$ cat src/rtl/wdog_pkg.sv
// Package: shared command encoding for the watchdog sub-blocks.
// Assumes the strobes are synchronous to the watchdog clock.
package wdog_pkg;

    // Decoded per-cycle action; clear outranks sleep, sleep outranks disable.
    typedef enum logic [1:0] {
        WCMD_RUN   = 2'd0,
        WCMD_CLEAR = 2'd1,
        WCMD_SLEEP = 2'd2,
        WCMD_HOLD  = 2'd3
    } wcmd_e;

    // Turn the raw inputs into one action with fixed priority.
    function automatic wcmd_e wcmd_decode(input logic clr, input logic sleep, input logic en);
        if (clr)        return WCMD_CLEAR;
        else if (sleep) return WCMD_SLEEP;
        else if (!en)   return WCMD_HOLD;
        else            return WCMD_RUN;
    endfunction

endpackage

$ cat src/rtl/wdog_prescaler.sv
// Module: power-of-two prescaler. It raises tick once every 2^sel cycles while run is high.
// Assumes run low means "restart": the prescale count goes back to zero.
module wdog_prescaler #(
    parameter int SEL_W = 3
) (
    input  logic             clk,
    input  logic             rst_n,
    input  logic             run,
    input  logic [SEL_W-1:0] sel,
    output logic             tick
);
    localparam int PRE_W = (1 << SEL_W) - 1;

    logic [PRE_W-1:0] pre_q;
    logic [PRE_W-1:0] lim;

    // Terminal count for the selected ratio: 2^sel - 1.
    always_comb lim = {PRE_W{1'b1}} >> (PRE_W - int'(sel));

    // Tick once the count reaches or passes the terminal value.
    always_comb tick = run && (pre_q >= lim);

    // Advance the prescale count, or zero it on restart or tick.
    always_ff @(posedge clk) begin
        if (!rst_n)     pre_q <= '0;
        else if (!run)  pre_q <= '0;
        else if (tick)  pre_q <= '0;
        else            pre_q <= pre_q + 1'b1;
    end
endmodule

$ cat src/rtl/wdog_counter.sv
// Module: main watchdog counter. It advances on each prescaler tick and flags the roll-over.
// Assumes tick is only high while run is high.
module wdog_counter #(
    parameter int CNT_W = 8
) (
    input  logic             clk,
    input  logic             rst_n,
    input  logic             run,
    input  logic             tick,
    output logic [CNT_W-1:0] cnt_q,
    output logic             ovf
);
    // Roll-over: a tick while the count is at its top value.
    always_comb ovf = tick && (cnt_q == {CNT_W{1'b1}});

    // Count ticks; a restart forces zero and the roll-over wraps to zero.
    always_ff @(posedge clk) begin
        if (!rst_n)     cnt_q <= '0;
        else if (!run)  cnt_q <= '0;
        else if (tick)  cnt_q <= cnt_q + 1'b1;
    end
endmodule

$ cat src/rtl/wdog_flags.sv
// Module: time-out pulse register and the time-out / power-down status flags.
// Assumes ovf can only be high when the decoded action is RUN.
module wdog_flags
    import wdog_pkg::*;
(
    input  logic  clk,
    input  logic  rst_n,
    input  wcmd_e cmd,
    input  logic  ovf,
    output logic  timeout_q,
    output logic  to_q,
    output logic  pd_q
);
    // Register the roll-over as a single-cycle pulse.
    always_ff @(posedge clk) begin
        if (!rst_n) timeout_q <= 1'b0;
        else        timeout_q <= ovf;
    end

    // Time-out flag: set by clear, dropped by roll-over.
    always_ff @(posedge clk) begin
        if (!rst_n)                 to_q <= 1'b1;
        else if (cmd == WCMD_CLEAR) to_q <= 1'b1;
        else if (ovf)               to_q <= 1'b0;
    end

    // Power-down flag: set by clear, dropped by sleep.
    always_ff @(posedge clk) begin
        if (!rst_n)                 pd_q <= 1'b1;
        else if (cmd == WCMD_CLEAR) pd_q <= 1'b1;
        else if (cmd == WCMD_SLEEP) pd_q <= 1'b0;
    end
endmodule

$ cat src/rtl/wdog_timer.sv
// Module: watchdog top. Prescaler, then main counter, then status flags.
// Assumes clr_i and sleep_i are single-cycle strobes in the clk domain.
module wdog_timer
    import wdog_pkg::*;
#(
    parameter int CNT_W = 8,
    parameter int SEL_W = 3
) (
    input  logic             clk,
    input  logic             rst_n,
    input  logic             clr_i,
    input  logic             sleep_i,
    input  logic             en_i,
    input  logic [SEL_W-1:0] ratio_sel_i,
    output logic             timeout_o,
    output logic             to_flag_o,
    output logic             pd_flag_o
);
    wcmd_e            cmd;
    logic             run;
    logic             tick;
    logic             ovf;
    logic [CNT_W-1:0] cnt_q;

    // Decode this cycle's action and whether counting proceeds.
    always_comb begin
        cmd = wcmd_decode(clr_i, sleep_i, en_i);
        run = (cmd == WCMD_RUN);
    end

    wdog_prescaler #(.SEL_W(SEL_W)) u_pre (
        .clk(clk), .rst_n(rst_n), .run(run), .sel(ratio_sel_i), .tick(tick)
    );

    wdog_counter #(.CNT_W(CNT_W)) u_cnt (
        .clk(clk), .rst_n(rst_n), .run(run), .tick(tick), .cnt_q(cnt_q), .ovf(ovf)
    );

    wdog_flags u_flg (
        .clk(clk), .rst_n(rst_n), .cmd(cmd), .ovf(ovf),
        .timeout_q(timeout_o), .to_q(to_flag_o), .pd_q(pd_flag_o)
    );
endmodule

$ cat config.mk
export PLATFORM = sky130hd
export DESIGN_NAME = wdog_timer
export DESIGN_NICKNAME = d
export VERILOG_FILES = /design/src/rtl/wdog_pkg.sv /design/src/rtl/wdog_prescaler.sv /design/src/rtl/wdog_counter.sv /design/src/rtl/wdog_flags.sv /design/src/rtl/wdog_timer.sv
export SDC_FILE = /design/constraint.sdc
export NUM_CORES = 1
export LEC_CHECK = 0
export CORE_MARGIN = 2
export CORE_UTILIZATION = 57
export DETAILED_ROUTE_END_ITERATION = 10
export PLACE_DENSITY = 0.86
export SLEW_MARGIN = 25
export SYNTH_ARGS = -nofsm -noshare
export SYNTH_HDL_FRONTEND = slang
export SYNTH_SLANG_ARGS = --single-unit
$ cat constraint.sdc
create_clock -name clk -period 4.02 [get_ports clk]
set_input_delay 0.603 -clock clk [delete_from_list [all_inputs] [get_ports clk]]
set_output_delay 0.603 -clock clk [all_outputs]
set_load 0.05 [all_outputs]
==> flow_metrics.py <==
metrics = {
    "run_status": {
        "outcome": "completed",
    },
    "logic_synthesis": {
        "ys_dominant_reg_cell": "dfxtp_1",
        "syn_nets": 124,
        "synth_top_area_cell": "dfxtp_1",
        "synth_area_per_cell_sq_um": 8.86,
        "synth_top_area_share_pct": 38.0,
        "ys_top_cells_by_count": "dfxtp_1 (18), nand2_1 (12), nor2_1 (12)",
        "async_flop_share_pct": 0,
        "yosysSeqAreaShare_pct": 38.0,
        "synth-seq-cells": 18,
        "synth_area_leaders": "dfxtp_1 (38%), ha_1 (12%), nand2_1 (4.7%)",
        "ys_warn_count": 0,
        "syn_inst": 107,
        "synth-edff-count": 0,
        "yosysUniqueCellTypes": 31,
        "synth_most_common_cell": "dfxtp_1",
        "netlist_area_sq_um": 948,
    },
    "route": {
        "firstDrtPassIters": 4,
        "drcViolationCount": 0,
        "first_iter_violations": 14,
        "wl_per_cell_microns": 13.3,
        "drt-total-wl_microns": 1800,
        "ant_nets": 0,
        "vias": 812,
        "vias_per_cell": 6.01,
    },
    "floorplan": {
        "initial_core_util_pct": 61.5,
        "die_x_microns": 44.8,
        "std_cell_rows": 14,
        "die_y_microns": 44.8,
        "design.die.area_sq_um": 2010,
        "io_pins": 11,
        "core_sq_um": 1540,
    },
    "cts": {
        "post_cts_resize_count": 0,
        "cts_tree": "done",
        "cts_root_buf": "clkbuf_4",
        "clkSinkCount": 18,
        "cts_buffers": 3,
        "clk_pin_slew_ns": 0.10,
        "insertion_delay_ns": 0.29,
        "cts-hold-fix-buffers": 0,
        "htree_levels": 1,
        "cts_setup_buffers": 0,
        "clockBufferDepth": 2,
    },
    "critical_path": {
        "cp_cell_sequence": "clkdlybuf4s50_1 -> or3_1 -> ha_1 -> nor2b_1 -> o21ai_1 -> a221oi_2 -> nand2_1 -> nor2_1",
        "cp_max_fo": 10,
        "worst-path-buf-inv": 1,
        "path_delay_family": "simple AND/OR/NAND/NOR gates",
        "slowest_stage": "a221oi_2",
        "crit_arrival_ns": 2.97,
        "cpPeakStageDelay_ns": 0.59,
        "start_kind": "input pin",
        "crit_path_end_kind": "flop",
        "critical_path_class": "in -> reg",
        "required_ns": 4.25,
    },
    "sta": {
        "rsz0062_at_grt": "no",
        "fmax_ghz": 0.365,
        "fin_crit_ns": 2.74,
        "holdWs_ns": 0.473,
        "finalMaxSlewViolations": 0,
        "setup_viol": 0,
        "skew_ns": 0.000676,
        "tightest_slew_ns": 0.616,
        "finalCritPeriodShare_pct": 68.2,
        "hold_viol": 0,
        "setup_slack_ns": 1.28,
        "slew_headroom_pct": 58.9,
        "tns_ns": 0,
    },
    "layout": {
        "fillers": 123,
        "antennaDiodeCount": 0,
        "syn_to_final_growth_pct": 14.9,
        "seq_area_sq_um": 360,
        "drive_gt1_share_pct": 7.56,
        "nets": 137,
        "multi_input_area_sq_um": 558,
        "post-route-util_pct": 70.7,
    },
    "place": {
        "dp_hpwl_microns": 1360,
        "io_buffer_count": 10,
        "gp_congestion": 0.914,
        "post-place-ws_ns": 0.994,
    },
    "pwr": {
        "finalPower_uw": 313,
        "p_per_area_nw_per_um2": 288,
        "peakVddDrop_mv": 0.176,
        "p_leak_nw": 0.433,
    },
    "worst_hold_path": {
        "hold_path_class": "reg -> reg",
    },
    "grt": {
        "grt_pass1_wl_microns": 3290,
        "grtUsageTotal_pct": 22.1,
        "grt_pass1_vias": 803,
        "grt_max_degree": 11,
        "gr-total-overflow": 0,
        "grt_antenna_before_repair": 0,
    },
    "run": {
        "cap_violations": 0,
    },
}
metrics by stage:
| step | instance area, sq um | instances |
|---|---|---|
| floorplan | 948 | 107 |
| global placement | 1050 | 131 |
| detailed placement | 1050 | 131 |
| CTS | 1090 | 135 |
| global route | 1090 | 135 |
| finish | 1090 | 135 |
metal layers:
metal  global-route usage (%)  vias to the layer above  part of all wire (%)
li1                         -                      411                     -
met1                     24.1                      372                    45
met2                     40.0                       25                    48
met3                     7.20                        4                   5.8
met4                     7.65                        0                   1.3
met5                        0                        -                     0
state kept, by name, indices dropped and copies added (netlist names):
signal	count
u_cnt.cnt_q	8
u_pre.pre_q	7
u_flg.pd_q	1
u_flg.timeout_q	1
u_flg.to_q	1
cell usage in the layout (no fill, tap or decap), drive strengths merged, types with 4 or more instances in the layout:
| cell type | instances |
|---|---|
| a21oi | 7 |
| and3 | 4 |
| clkbuf | 4 |
| clkdlybuf4s50 | 10 |
| dfxtp | 18 |
| ha | 9 |
| inv | 4 |
| nand2 | 12 |
| nand3 | 5 |
| nor2 | 12 |
| o21ai | 7 |
| xnor2 | 4 |
report_power, final:
| group | internal (mW) | switching [mW] |
|---|---|---|
| clock | 0.0551 | 0.0553 |
| combinational | 0.0120 | 0.0114 |
| sequential | 0.179 | 0.000598 |
final cells by class:
cell class	instances	share of cell area, %
clock buffers	4	3.33
repair buffers	10	9.18
well taps	16	1.84
inverters	4	1.38
multi-input cells	83	51.2
flip-flops and latches	18	33.1
path summary, 6_finish.rpt:
| path | from | to | slack [ns] | cells after the start |
|---|---|---|---|---|
| min reg2reg | u_flg.to_q | u_flg.to_q | 0.47 | 2 |
| min | u_flg.to_q | u_flg.to_q | 0.47 | 2 |
| max reg2reg | u_pre.pre_q[2] | u_pre.pre_q[6] | 1.99 | 6 |
| max | ratio_sel_i[2] | u_pre.pre_q[6] | 1.28 | 8 |
worst min-delay path, delay by kind of cell, from the launching register on:
| kind | cells | cell delay (ns) |
|---|---|---|
| DFF | 1 | 0.33 |
| AOI/OAI and AO/OA | 1 | 0.06 |
| and+or+nand+nor | 1 | 0.05 |
kinds of logic after synthesis:
kind of cell	share of synthesized area [%]
buffers and inverters	3.17
AO/OA/AOI/OAI	16.2
AND/OR/NAND/NOR	25.2
adder cells (fa/ha/maj)	11.9
XOR/XNOR	5.54
flip-flops	38.0
No activity file was read; power rests on OpenSTA's default activity.
